### src/rtl/cfgbus_pkg.sv
package cfgbus_pkg;
  localparam int unsigned NUM_OUT     = 19;
  localparam int unsigned NUM_PIN_GRP = 13;
  localparam logic [6:0]  BASE_ADDR   = 7'h68;

  localparam logic [7:0] IX_EN_LO  = 8'd1;
  localparam logic [7:0] IX_EN_MID = 8'd2;
  localparam logic [7:0] IX_PIN_A  = 8'd3;
  localparam logic [7:0] IX_PIN_B  = 8'd4;
  localparam logic [7:0] IX_IDS    = 8'd5;
  localparam logic [7:0] IX_DEVID  = 8'd6;
  localparam logic [7:0] IX_COUNT  = 8'd7;
  localparam logic [7:0] IX_EN_HI  = 8'd8;
  localparam logic [7:0] IX_FREQ   = 8'd9;

  typedef enum logic [2:0] {
    ST_IDLE, ST_ADDR, ST_AACK, ST_RX, ST_RACK, ST_TX, ST_TACK
  } eng_state_t;

  // which active-low pin group gates a given output
  function automatic int unsigned pin_group(int unsigned o);
    if (o < 5)       return 0;
    else if (o < 15) return o - 4;
    else if (o < 17) return 11;
    else             return 12;
  endfunction
endpackage

### src/rtl/cfgbus_deglitch.sv
module cfgbus_deglitch #(
  parameter int unsigned STAGES = 3
) (
  input  logic clk,
  input  logic rst_n,
  input  logic din,
  output logic dout
);
  localparam int unsigned CW = $clog2(STAGES + 1);

  logic [1:0]    sync_q;
  logic [CW-1:0] run_q, run_d;
  logic          out_d;

  always_comb begin
    run_d = '0;
    out_d = dout;
    if (sync_q[1] != dout) begin
      if (run_q == CW'(STAGES - 1)) out_d = sync_q[1];
      else                           run_d = run_q + 1'b1;
    end
  end

  always_ff @(posedge clk or negedge rst_n) begin
    if (!rst_n) begin
      sync_q <= 2'b11;
      run_q  <= '0;
      dout   <= 1'b1;
    end else begin
      sync_q <= {sync_q[0], din};
      run_q  <= run_d;
      dout   <= out_d;
    end
  end
endmodule

### src/rtl/cfgbus_engine.sv
module cfgbus_engine
  import cfgbus_pkg::*;
(
  input  logic       clk,
  input  logic       rst_n,
  input  logic       ref_ok,
  input  logic       scl,
  input  logic       sda,
  input  logic [6:0] dev_addr,
  input  logic [7:0] rd_data,
  input  logic [7:0] count_reg,
  output logic [7:0] rd_idx,
  output logic       wr_en,
  output logic [7:0] wr_idx,
  output logic [7:0] wr_data,
  output logic       start_ev,
  output logic       sda_oe
);
  eng_state_t state_q, state_d;
  logic [3:0] bit_q, bit_d;
  logic [7:0] sh_q, sh_d, idx_q, idx_d, left_q, left_d;
  logic [1:0] phase_q, phase_d;
  logic       rw_q, rw_d, ack_q, ack_d, oe_d;
  logic       scl_p, sda_p, rise, fall, stop_ev;

  assign rise     = scl & ~scl_p;
  assign fall     = ~scl & scl_p;
  assign start_ev = scl & scl_p & sda_p & ~sda;
  assign stop_ev  = scl & scl_p & ~sda_p & sda;
  assign rd_idx   = idx_q;
  assign wr_idx   = idx_q;
  assign wr_data  = sh_q;

  always_comb begin
    state_d = state_q; bit_d = bit_q; sh_d = sh_q; idx_d = idx_q;
    left_d = left_q; phase_d = phase_q; rw_d = rw_q; ack_d = ack_q;
    oe_d = sda_oe; wr_en = 1'b0;
    if (!ref_ok) begin
      state_d = ST_IDLE; oe_d = 1'b0;
    end else if (start_ev) begin
      state_d = ST_ADDR; bit_d = '0; oe_d = 1'b0;
    end else if (stop_ev) begin
      state_d = ST_IDLE; oe_d = 1'b0;
    end else begin
      unique case (state_q)
        ST_ADDR, ST_RX: begin
          if (rise) begin
            sh_d = {sh_q[6:0], sda};
            bit_d = bit_q + 4'd1;
          end else if (fall && bit_q == 4'd8) begin
            if (state_q == ST_ADDR) begin
              if (sh_q[7:1] == dev_addr) begin
                oe_d = 1'b1; rw_d = sh_q[0]; state_d = ST_AACK;
              end else state_d = ST_IDLE;
            end else begin
              oe_d = 1'b1; state_d = ST_RACK;
              unique case (phase_q)
                2'd0:    begin idx_d = sh_q; phase_d = 2'd1; end
                2'd1:    begin left_d = sh_q; phase_d = 2'd2; end
                default: begin
                  if (left_q != 8'd0) begin
                    wr_en = 1'b1; idx_d = idx_q + 8'd1; left_d = left_q - 8'd1;
                  end else begin
                    oe_d = 1'b0; state_d = ST_IDLE;
                  end
                end
              endcase
            end
          end
        end
        ST_AACK: if (fall) begin
          bit_d = '0;
          if (rw_q) begin
            sh_d = count_reg; left_d = count_reg;
            oe_d = ~count_reg[7]; state_d = ST_TX;
          end else begin
            oe_d = 1'b0; phase_d = 2'd0; state_d = ST_RX;
          end
        end
        ST_RACK: if (fall) begin
          oe_d = 1'b0; bit_d = '0; state_d = ST_RX;
        end
        ST_TX: if (fall) begin
          if (bit_q == 4'd7) begin
            oe_d = 1'b0; state_d = ST_TACK;
          end else begin
            sh_d = {sh_q[6:0], 1'b1}; oe_d = ~sh_q[6]; bit_d = bit_q + 4'd1;
          end
        end
        ST_TACK: begin
          if (rise) ack_d = ~sda;
          else if (fall) begin
            if (ack_q) begin
              bit_d = '0; state_d = ST_TX;
              if (left_q != 8'd0) begin
                sh_d = rd_data; oe_d = ~rd_data[7];
                idx_d = idx_q + 8'd1; left_d = left_q - 8'd1;
              end else begin
                sh_d = 8'hFF; oe_d = 1'b0;
              end
            end else begin
              oe_d = 1'b0; state_d = ST_IDLE;
            end
          end
        end
        default: ;
      endcase
    end
  end

  always_ff @(posedge clk or negedge rst_n) begin
    if (!rst_n) begin
      state_q <= ST_IDLE; bit_q <= '0; sh_q <= '0; idx_q <= '0;
      left_q <= '0; phase_q <= '0; rw_q <= 1'b0; ack_q <= 1'b0;
      sda_oe <= 1'b0; scl_p <= 1'b1; sda_p <= 1'b1;
    end else begin
      state_q <= state_d; bit_q <= bit_d; sh_q <= sh_d; idx_q <= idx_d;
      left_q <= left_d; phase_q <= phase_d; rw_q <= rw_d; ack_q <= ack_d;
      sda_oe <= oe_d; scl_p <= scl; sda_p <= sda;
    end
  end
endmodule

### src/rtl/cfgbus_regs.sv
module cfgbus_regs
  import cfgbus_pkg::*;
#(
  parameter logic [7:0] REV_VEND_ID = 8'h11,
  parameter logic [7:0] DEVICE_ID   = 8'hC2,
  parameter logic [7:0] COUNT_INIT  = 8'h07
) (
  input  logic                   clk,
  input  logic                   rst_n,
  input  logic                   wr_en,
  input  logic [7:0]             wr_idx,
  input  logic [7:0]             wr_data,
  input  logic [7:0]             rd_idx,
  input  logic [NUM_PIN_GRP-1:0] pin_en_n,
  input  logic                   bw_pin,
  input  logic                   byp_pin,
  input  logic                   fsel_pin,
  output logic [7:0]             rd_data,
  output logic [7:0]             count_reg,
  output logic [NUM_OUT-1:0]     en_bits,
  output logic                   bw_bit,
  output logic                   pll_bit,
  output logic [2:0]             fsel_bits
);
  logic [7:0] lo_q, lo_d, mid_q, mid_d, cnt_q, cnt_d;
  logic [4:0] hi_q, hi_d;
  logic [2:0] frq_q, frq_d;
  logic       ld_q, upd;

  assign upd = wr_en | ~ld_q;

  always_comb begin
    lo_d = lo_q; mid_d = mid_q; hi_d = hi_q; cnt_d = cnt_q; frq_d = frq_q;
    if (!ld_q) frq_d[2] = fsel_pin;
    if (wr_en) begin
      unique case (wr_idx)
        IX_EN_LO:  lo_d  = wr_data;
        IX_EN_MID: mid_d = wr_data;
        IX_COUNT:  cnt_d = wr_data;
        IX_EN_HI:  hi_d  = wr_data[4:0];
        IX_FREQ:   frq_d = wr_data[2:0];
        default: ;
      endcase
    end
  end

  always_ff @(posedge clk or negedge rst_n) begin
    if (!rst_n) begin
      lo_q <= 8'hFF; mid_q <= 8'hFF; hi_q <= 5'h1F;
      cnt_q <= COUNT_INIT; frq_q <= 3'b001; ld_q <= 1'b0;
    end else if (upd) begin
      lo_q <= lo_d; mid_q <= mid_d; hi_q <= hi_d;
      cnt_q <= cnt_d; frq_q <= frq_d; ld_q <= 1'b1;
    end
  end

  always_comb begin
    unique case (rd_idx)
      IX_EN_LO:  rd_data = lo_q;
      IX_EN_MID: rd_data = mid_q;
      IX_PIN_A:  rd_data = {pin_en_n[5:0], bw_pin, byp_pin};
      IX_PIN_B:  rd_data = {pin_en_n[12:11], 1'b0, pin_en_n[10:6]};
      IX_IDS:    rd_data = REV_VEND_ID;
      IX_DEVID:  rd_data = DEVICE_ID;
      IX_COUNT:  rd_data = cnt_q;
      IX_EN_HI:  rd_data = {fsel_pin, 2'b00, hi_q};
      IX_FREQ:   rd_data = {5'b0, frq_q};
      default:   rd_data = 8'h00;
    endcase
  end

  assign count_reg = cnt_q;
  assign en_bits   = {hi_q, mid_q[5:0], lo_q};
  assign bw_bit    = mid_q[7];
  assign pll_bit   = mid_q[6];
  assign fsel_bits = frq_q;
endmodule

### src/rtl/cfgbus_regslave.sv
module cfgbus_regslave
  import cfgbus_pkg::*;
#(
  parameter int unsigned FILT_LEN    = 3,
  parameter logic [7:0]  REV_VEND_ID = 8'h11,
  parameter logic [7:0]  DEVICE_ID   = 8'hC2,
  parameter logic [7:0]  COUNT_INIT  = 8'h07
) (
  input  logic                   clk,
  input  logic                   rst_n,
  input  logic                   refclk_ok,
  input  logic [2:0]             addr_strap,
  input  logic                   scl_i,
  input  logic                   sda_i,
  output logic                   sda_oe,
  input  logic [NUM_PIN_GRP-1:0] pin_en_n,
  input  logic                   bw_pin,
  input  logic                   fsel_pin,
  output logic [NUM_OUT-1:0]     out_en,
  output logic                   bw_low,
  output logic                   pll_on,
  output logic [2:0]             fsel
);
  logic [1:0]         raw_lines, flt_lines;
  logic               scl_flt, sda_flt, start_pulse, wr_en, bw_bit, pll_bit;
  logic [7:0]         rd_idx, rd_data, wr_idx, wr_data, count_reg;
  logic [NUM_OUT-1:0] en_bits;
  logic [6:0]         dev_addr;

  assign raw_lines = {sda_i, scl_i};
  assign dev_addr  = BASE_ADDR + {4'b0, addr_strap};

  for (genvar l = 0; l < 2; l++) begin : g_line
    cfgbus_deglitch #(.STAGES(FILT_LEN)) u_flt (
      .clk(clk), .rst_n(rst_n), .din(raw_lines[l]), .dout(flt_lines[l]));
  end
  assign scl_flt = flt_lines[0];
  assign sda_flt = flt_lines[1];

  cfgbus_engine u_eng (
    .clk(clk), .rst_n(rst_n), .ref_ok(refclk_ok), .scl(scl_flt), .sda(sda_flt),
    .dev_addr(dev_addr), .rd_data(rd_data), .count_reg(count_reg), .rd_idx(rd_idx),
    .wr_en(wr_en), .wr_idx(wr_idx), .wr_data(wr_data), .start_ev(start_pulse),
    .sda_oe(sda_oe));

  cfgbus_regs #(.REV_VEND_ID(REV_VEND_ID), .DEVICE_ID(DEVICE_ID),
                .COUNT_INIT(COUNT_INIT)) u_regs (
    .clk(clk), .rst_n(rst_n), .wr_en(wr_en), .wr_idx(wr_idx), .wr_data(wr_data),
    .rd_idx(rd_idx), .pin_en_n(pin_en_n), .bw_pin(bw_pin), .byp_pin(addr_strap[2]),
    .fsel_pin(fsel_pin), .rd_data(rd_data), .count_reg(count_reg), .en_bits(en_bits),
    .bw_bit(bw_bit), .pll_bit(pll_bit), .fsel_bits(fsel));

  for (genvar g = 0; g < NUM_OUT; g++) begin : g_oe
    localparam int unsigned GRP = pin_group(g);
    assign out_en[g] = en_bits[g] & ~pin_en_n[GRP];
  end

  assign bw_low = bw_bit & bw_pin;
  assign pll_on = pll_bit & addr_strap[2];
endmodule

### config.mk
export PLATFORM = sky130hd
export DESIGN_NAME = cfgbus_regslave
export DESIGN_NICKNAME = d
export VERILOG_FILES = /design/src/rtl/cfgbus_pkg.sv /design/src/rtl/cfgbus_deglitch.sv /design/src/rtl/cfgbus_engine.sv /design/src/rtl/cfgbus_regs.sv /design/src/rtl/cfgbus_regslave.sv
export SDC_FILE = /design/constraint.sdc
export NUM_CORES = 1
export LEC_CHECK = 0
export ABC_AREA = 1
export ABC_CLOCK_PERIOD_IN_PS = 4400
export BUFFER_PORTS_ARGS = -buffer_cell sky130_fd_sc_hd__buf_2
export CELL_PAD_IN_SITES_DETAIL_PLACEMENT = 1
export CELL_PAD_IN_SITES_GLOBAL_PLACEMENT = 2
export CORE_MARGIN = 10
export CORE_UTILIZATION = 37
export CTS_CLUSTER_DIAMETER = 60
export DETAILED_ROUTE_END_ITERATION = 6
export GPL_TIMING_DRIVEN = 0
export HOLD_SLACK_MARGIN = 0.06
export PLACE_DENSITY = 0.95
export SKIP_CTS_REPAIR_TIMING = 1
export SYNTH_ARGS = -nofsm -noshare
export SYNTH_HDL_FRONTEND = slang
export SYNTH_SLANG_ARGS = --single-unit
### constraint.sdc
create_clock -name clk -period 4.4 [get_ports clk]
set_input_delay 0.88 -clock clk [delete_from_list [all_inputs] [get_ports clk]]
set_output_delay 0.88 -clock clk [all_outputs]
set_load 0.01 [all_outputs]
Word level (Yosys, flattened, before mapping)
Cells that the tools add are included.

cells by class
  add/subtract/negate cells = 6
  bitwise gates (word level) = 53
  reduce and logical (&&, ||, !) cells = 27
  multiplexer cells = 98
  div/mod/pow operators = 0
  shift-type cells = 0
  multiply operators = 0
  equality and inequality tests = 56
  $lt $le $gt $ge = 0

operators with widths
  kind                                                                    count
  8-bit 2-to-1 mux                                                        23
  8-bit case mux with 9 select lines                                      1
  3-bit 2-to-1 mux                                                        18
  8-bit case mux with 2 select lines                                      3
  4-bit 2-to-1 mux                                                        9
  8-bit by 3-bit equality test with 1-bit output (second input constant)  4
  8-bit case mux with 4 select lines                                      1
  5-bit by 3-bit != test with 1-bit output (second input constant)        6
  1-bit AND                                                               28
  1-bit 2-to-1 mux                                                        27
  1-bit inverter                                                          24
  8-bit case mux with 3 select lines                                      1
  2-bit 2-to-1 mux                                                        10
  10-bit AND reduction                                                    2
  9-bit AND reduction                                                     2
  8-bit by 2-bit equality test with 1-bit output (second input constant)  2
  8-bit by 4-bit equality test with 1-bit output (second input constant)  2
  2-bit != test (second input constant)                                   8
  4-bit case mux with 4 select lines                                      1
  3-bit case mux with 5 select lines                                      1
  3-bit AND reduction                                                     5
  2-bit by 1-bit != test with 1-bit output (second input constant)        7
  13-bit AND reduction                                                    1
  3-bit by 2-bit != test with 1-bit output (second input constant)        4
  other kinds (36)                                                        50

word-level totals
  word-level logic and storage cells = 264
  output and inout port bits = 25
  memory bits (writable) = 0
  ROM bits = 0
  memories = 0
  input port bits = 23
  register bits = 81
  bits in latches = 0

Depth between registers and ports, before layout
  word-level depth = 12
  mapped depth = 12
  gate-level depth less buffers = 12

Cells and area by module
From an unflattened synthesis, not the netlist that was laid out.

second synthesis, totals
  cell total of the unflattened synthesis = 863
  area, all modules = 5771.8 sq um

modules (own cells, without submodules)
  module           times used  area each (sq um)  cells an instance  seq. area each (sq um)
  cfgbus_engine    1           3129.3             501                953.4
  cfgbus_regs      1           2097.0             276                857.1
  cfgbus_deglitch  2           190.2              21                 128.9
  cfgbus_regslave  1           165.2              44                 0.0

Least setup slack after synthesis
OpenSTA, ideal clock, no wires.

  path type = input-to-output
  start = input pin_en_n[0]
  end = output out_en[0]
  stages on the path = 1
  data arrival time = 1.049 ns
  path buffers = 0
  setup slack = 2.471 ns
  path through = nor2_1

between the ends
  longest elaborated chain between the ends = 2

ends and longest elaborated chain
  what            line                   text
  from (decl)     cfgbus_regslave.sv:16  input logic [NUM_PIN_GRP-1:0] pin_en_n,
  1-bit inverter  cfgbus_regslave.sv:55  assign out_en[g] = en_bits[g] & ~pin_en_n[GRP];
  1-bit AND       cfgbus_regslave.sv:55
  to (decl)       cfgbus_regslave.sv:19  output logic [NUM_OUT-1:0] out_en,

Every way passes these cells.

Worst setup path after layout
  start = register u_eng.bit_q[0]
  end = register u_regs.hi_q[4]

between the ends
  longest elaborated chain between the ends = 10

ends and longest elaborated chain
  what                                    line                  text
  from (decl)                             cfgbus_engine.sv:20   logic [3:0] bit_q, bit_d;
  from (signal assigned)                  cfgbus_engine.sv:113  state_q <= ST_IDLE; bit_q <= '0; sh_q <= '0; idx_q <= '0;
  from (signal assigned)                  cfgbus_engine.sv:117  state_q <= state_d; bit_q <= bit_d; sh_q <= sh_d; idx_q <= idx_d;
  4-bit equality test *                   cfgbus_engine.sv:50   end else if (fall && bit_q == 4'd8) begin
  1-bit logical AND *                     cfgbus_engine.sv:50
  1-bit 2-to-1 mux *                      cfgbus_engine.sv:50
  1-bit 2-to-1 mux *                      cfgbus_engine.sv:47   if (rise) begin
  1-bit 2-to-1 mux *                      cfgbus_engine.sv:45   unique case (state_q)
  1-bit 2-to-1 mux *                      cfgbus_engine.sv:42   end else if (stop_ev) begin
  1-bit 2-to-1 mux *                      cfgbus_engine.sv:40   end else if (start_ev) begin
  1-bit 2-to-1 mux *                      cfgbus_engine.sv:38   if (!ref_ok) begin
  1-bit bitwise OR                        cfgbus_regs.sv:30     assign upd = wr_en | ~ld_q;
  3-bit AND reduction (no source line) *  --
  to (signal assigned)                    cfgbus_regs.sv:52     lo_q <= lo_d; mid_q <= mid_d; hi_q <= hi_d;
  to (decl)                               cfgbus_regs.sv:26     logic [4:0] hi_q, hi_d;

Mark *: on every way between the ends. The rest lies on a longest branch, timed or not.
A chain may end at the register's enable or synchronous reset.

==> implementation parameters <==
Parameter                              Value

Worst setup path
  Req. time, crit path    4680 ps
  Critical Path Start Type    flop
  Number of cell instances on the worst register-to-register path    11
  Endpoint kind of the worst setup timing path    flop
  Highest fanout seen on the critical path    6
  Type of the worst setup path    flop to flop
  Arrival time of the worst setup path    2560 ps

Routing
  Detail-routed net length per standard cell    17.1 um
  Ratio of routed vias to standard cells    5.09
  DR pass1 iterations    4
  Post-route antenna net violation count    0
  Total Wirelength    17,800 um
  DRC violations left    0
  Vias    5,304
  DRC violation total after the first TritonRoute iteration    271

Synthesis
  Number of flops mapped to enable cells by yosys    0
  Warnings, synthesis    0
  Mapped Cells    795
  Synthesized Nets    825
  Number of distinct library cells after synthesis    46
  Number of synthesized register bits    81
  Commonest cells in the synthesized netlist    nand2_1, nor2_1, inv_1
  Biggest area contributors in the synthesized netlist    dfrtp_1, nand2_1, dfstp_2
  Cell type with the largest total area after synthesis    dfrtp_1
  Post-synth design cell area    0.00548 sq mm
  Async set-or-reset flop fraction in the synthesized netlist    1.00
  Dominant synthesized flop cell    dfrtp_1
  Dominant cell by count in the synthesized netlist    nand2_1
  Proportion of synthesized chip area in sequential cells    0.377
  Post-Syn Area per Cell    6.89 sq um
  Top cell type's share of synthesized area    0.219

Floorplan
  Width of the die    142 um
  Die area    0.0201 sq mm
  Count of pins on the block boundary    48
  Chip height    142 um
  Initial Util    0.377
  Num rows    44
  Area inside the core boundary    0.0145 sq mm

Layout
  Share of final-layout standard cells stronger than drive strength 1    0.191
  Antenna diode instance count    0
  Number of non-filler instances in the completed layout    1,043
  Final Net Count    884
  Final design area excluding fillers    0.00634 sq mm
  Final core utilization    0.436
  Relative area change from synthesis to final layout    15.6%

GRT
  Overflow left after global routing    0
  Number of global-route vias before repair    5,510
  Largest net degree at the start of global routing    54
  Antenna violations before repair    0
  Wire length of the first global-routing pass    29,500 um
  Total routing usage reported by global routing    0.182

Clock tree
  Number of clock buffers inserted by TritonCTS    9
  Root Buffer    clkbuf_16
  Number of clock sinks    81
  Clock slew at the register clock pins of the worst setup and hold paths    70 ps
  Htree depth    3
  Buffer depth of the longest clock path    2
  Clk_lat worst skew    350 ps
  TritonCTS clock tree    built

Power
  Worst VDD drop    0.350 mV
  Leakage Power    3.15 nW
  Areal power density over the cells    563 mW/mm^2
  Power after layout    3.57 mW

Timing
  Total negative setup slack    0 ps
  # setup viols final    0
  Maximum clock frequency    438 MHz
  Final worst path period need    2280 ps
  Unrepaired setup endpoints after global routing    false
  Worst Skew    9.29 ps
  Worst slack on hold paths    356 ps
  Fraction of the cycle the final worst path needs    0.519
  Transition at the pin with the smallest max-transition slack    719 ps
  Post-layout worst setup margin    2120 ps
  Hold Fails Final Rpt    0
  Tightest slew margin relative to the limit    0.520
  Max-slew violation count    0

Placement
  Port Buf Inserts    47
  Half-perimeter wire length of the detailed placement result    13,400 um
  Cell count after placement    1,027
  Weighted congestion reported at the end of routability-driven placement    0.878
  Post-placement worst setup slack    2040 ps
  Area of placed instances    0.00598 sq mm

Min path
  Kind of path behind the tightest hold check    flop to flop
  Cells on Worst Hold Path    0

Status
  Status    completed

Run
  Number of max-cap violations    0
## final timing paths
check | start | endpoint | slack [ps]
max in group asynchronous | rst_n | g_line[1].u_flt.sync_q[1] | 3270
worst max register to register | u_eng.bit_q[0] | u_regs.hi_q[4] | 2120
worst max-delay path | u_eng.bit_q[0] | u_regs.hi_q[4] | 2120
min in group asynchronous | rst_n | u_eng.rd_idx[4] | 460
worst min register to register | g_line[1].u_flt.sync_q[0] | g_line[1].u_flt.sync_q[1] | 360
worst min-delay path | g_line[1].u_flt.sync_q[0] | g_line[1].u_flt.sync_q[1] | 360
## layout make-up
class | count | area (sq um)
fill | 1935 | 8200
multi-input combinational | 600 | 2950
sequential | 81 | 2070
inverter | 98 | 378
timing repair buffer | 48 | 265
clock buffer | 11 | 233
tap | 184 | 230
clock inverter | 5 | 128
buffer | 16 | 87.6
## report_power, final
part | leakage [nW] | internal, mW | switching [mW] | total (mW)
logic | 2.04 | 0.501 | 1.05 | 1.55
registers | 0.943 | 0.919 | 0.165 | 1.08
clock network | 0.170 | 0.613 | 0.320 | 0.932
## placed cells by master (no fill, tap or decap), types with 2 or more instances in the layout
master | synthesis | layout
nand2_8 | 2 | 2
buf_2 | 7 | 53
nor2_2 | 8 | 8
bufinv_16 | 0 | 4
nand2_1 | 276 | 276
buf_4 | 1 | 2
nand3_2 | 3 | 3
o21ai_1 | 9 | 9
nand3_1 | 58 | 58
buf_6 | 2 | 2
clkbuf_1 | 6 | 8
nand2_2 | 9 | 9
nor2_1 | 98 | 98
nand4_1 | 12 | 12
nor2_4 | 7 | 7
or2_2 | 2 | 2
o211ai_1 | 5 | 5
nor3b_1 | 2 | 2
a221oi_1 | 6 | 6
inv_1 | 87 | 87
o22ai_1 | 3 | 3
o21ai_2 | 2 | 2
inv_4 | 4 | 4
nand2_4 | 4 | 4
xor2_1 | 8 | 8
o21ai_0 | 37 | 37
inv_2 | 7 | 7
ha_1 | 7 | 7
xnor2_1 | 2 | 2
dfstp_2 | 33 | 33
nor2_8 | 3 | 3
clkbuf_16 | 0 | 9
nor3_1 | 13 | 13
a21oi_1 | 11 | 11
dfrtp_1 | 48 | 48
## worst max-delay path: stages (launching register included)
cell     delay (ps)
dfrtp_1         410
inv_1            80
ha_1            150
nand3_1          90
nor2_1          240
inv_1            90
nor3_2          290
nand3_4         260
inv_2           230
nand2_1         180
nand2_1         130
nand2_1          60
## metal layers
| layer | part of all wire | vias up | GRT usage |
|---|---|---|---|
| li1 | - | 2627 | - |
| met1 | 0.47 | 2570 | 0.239 |
| met2 | 0.47 | 86 | 0.293 |
| met3 | 0.047 | 21 | 0.0340 |
| met4 | 0.018 | 0 | 0.0602 |
| met5 | 0 | - | 0 |
## kinds of logic (layout without fill, tap and decap cells)
| family | count (synthesis) | in the layout | share of synthesized area |
|---|---|---|---|
| AOI/OAI and AO/OA | 77 | 77 | 0.0838 |
| DFF | 81 | 81 | 0.377 |
| other | 1 | 1 | 0.000684 |
| adders and majority gates | 7 | 7 | 0.0160 |
| xor gates and xnor gates | 10 | 10 | 0.0160 |
| buffers and inverters | 114 | 178 | 0.0849 |
| and+or+nand+nor | 504 | 504 | 0.419 |
| muxes | 1 | 1 | 0.00205 |
Note: power is estimated with default switching activity, not from simulation.
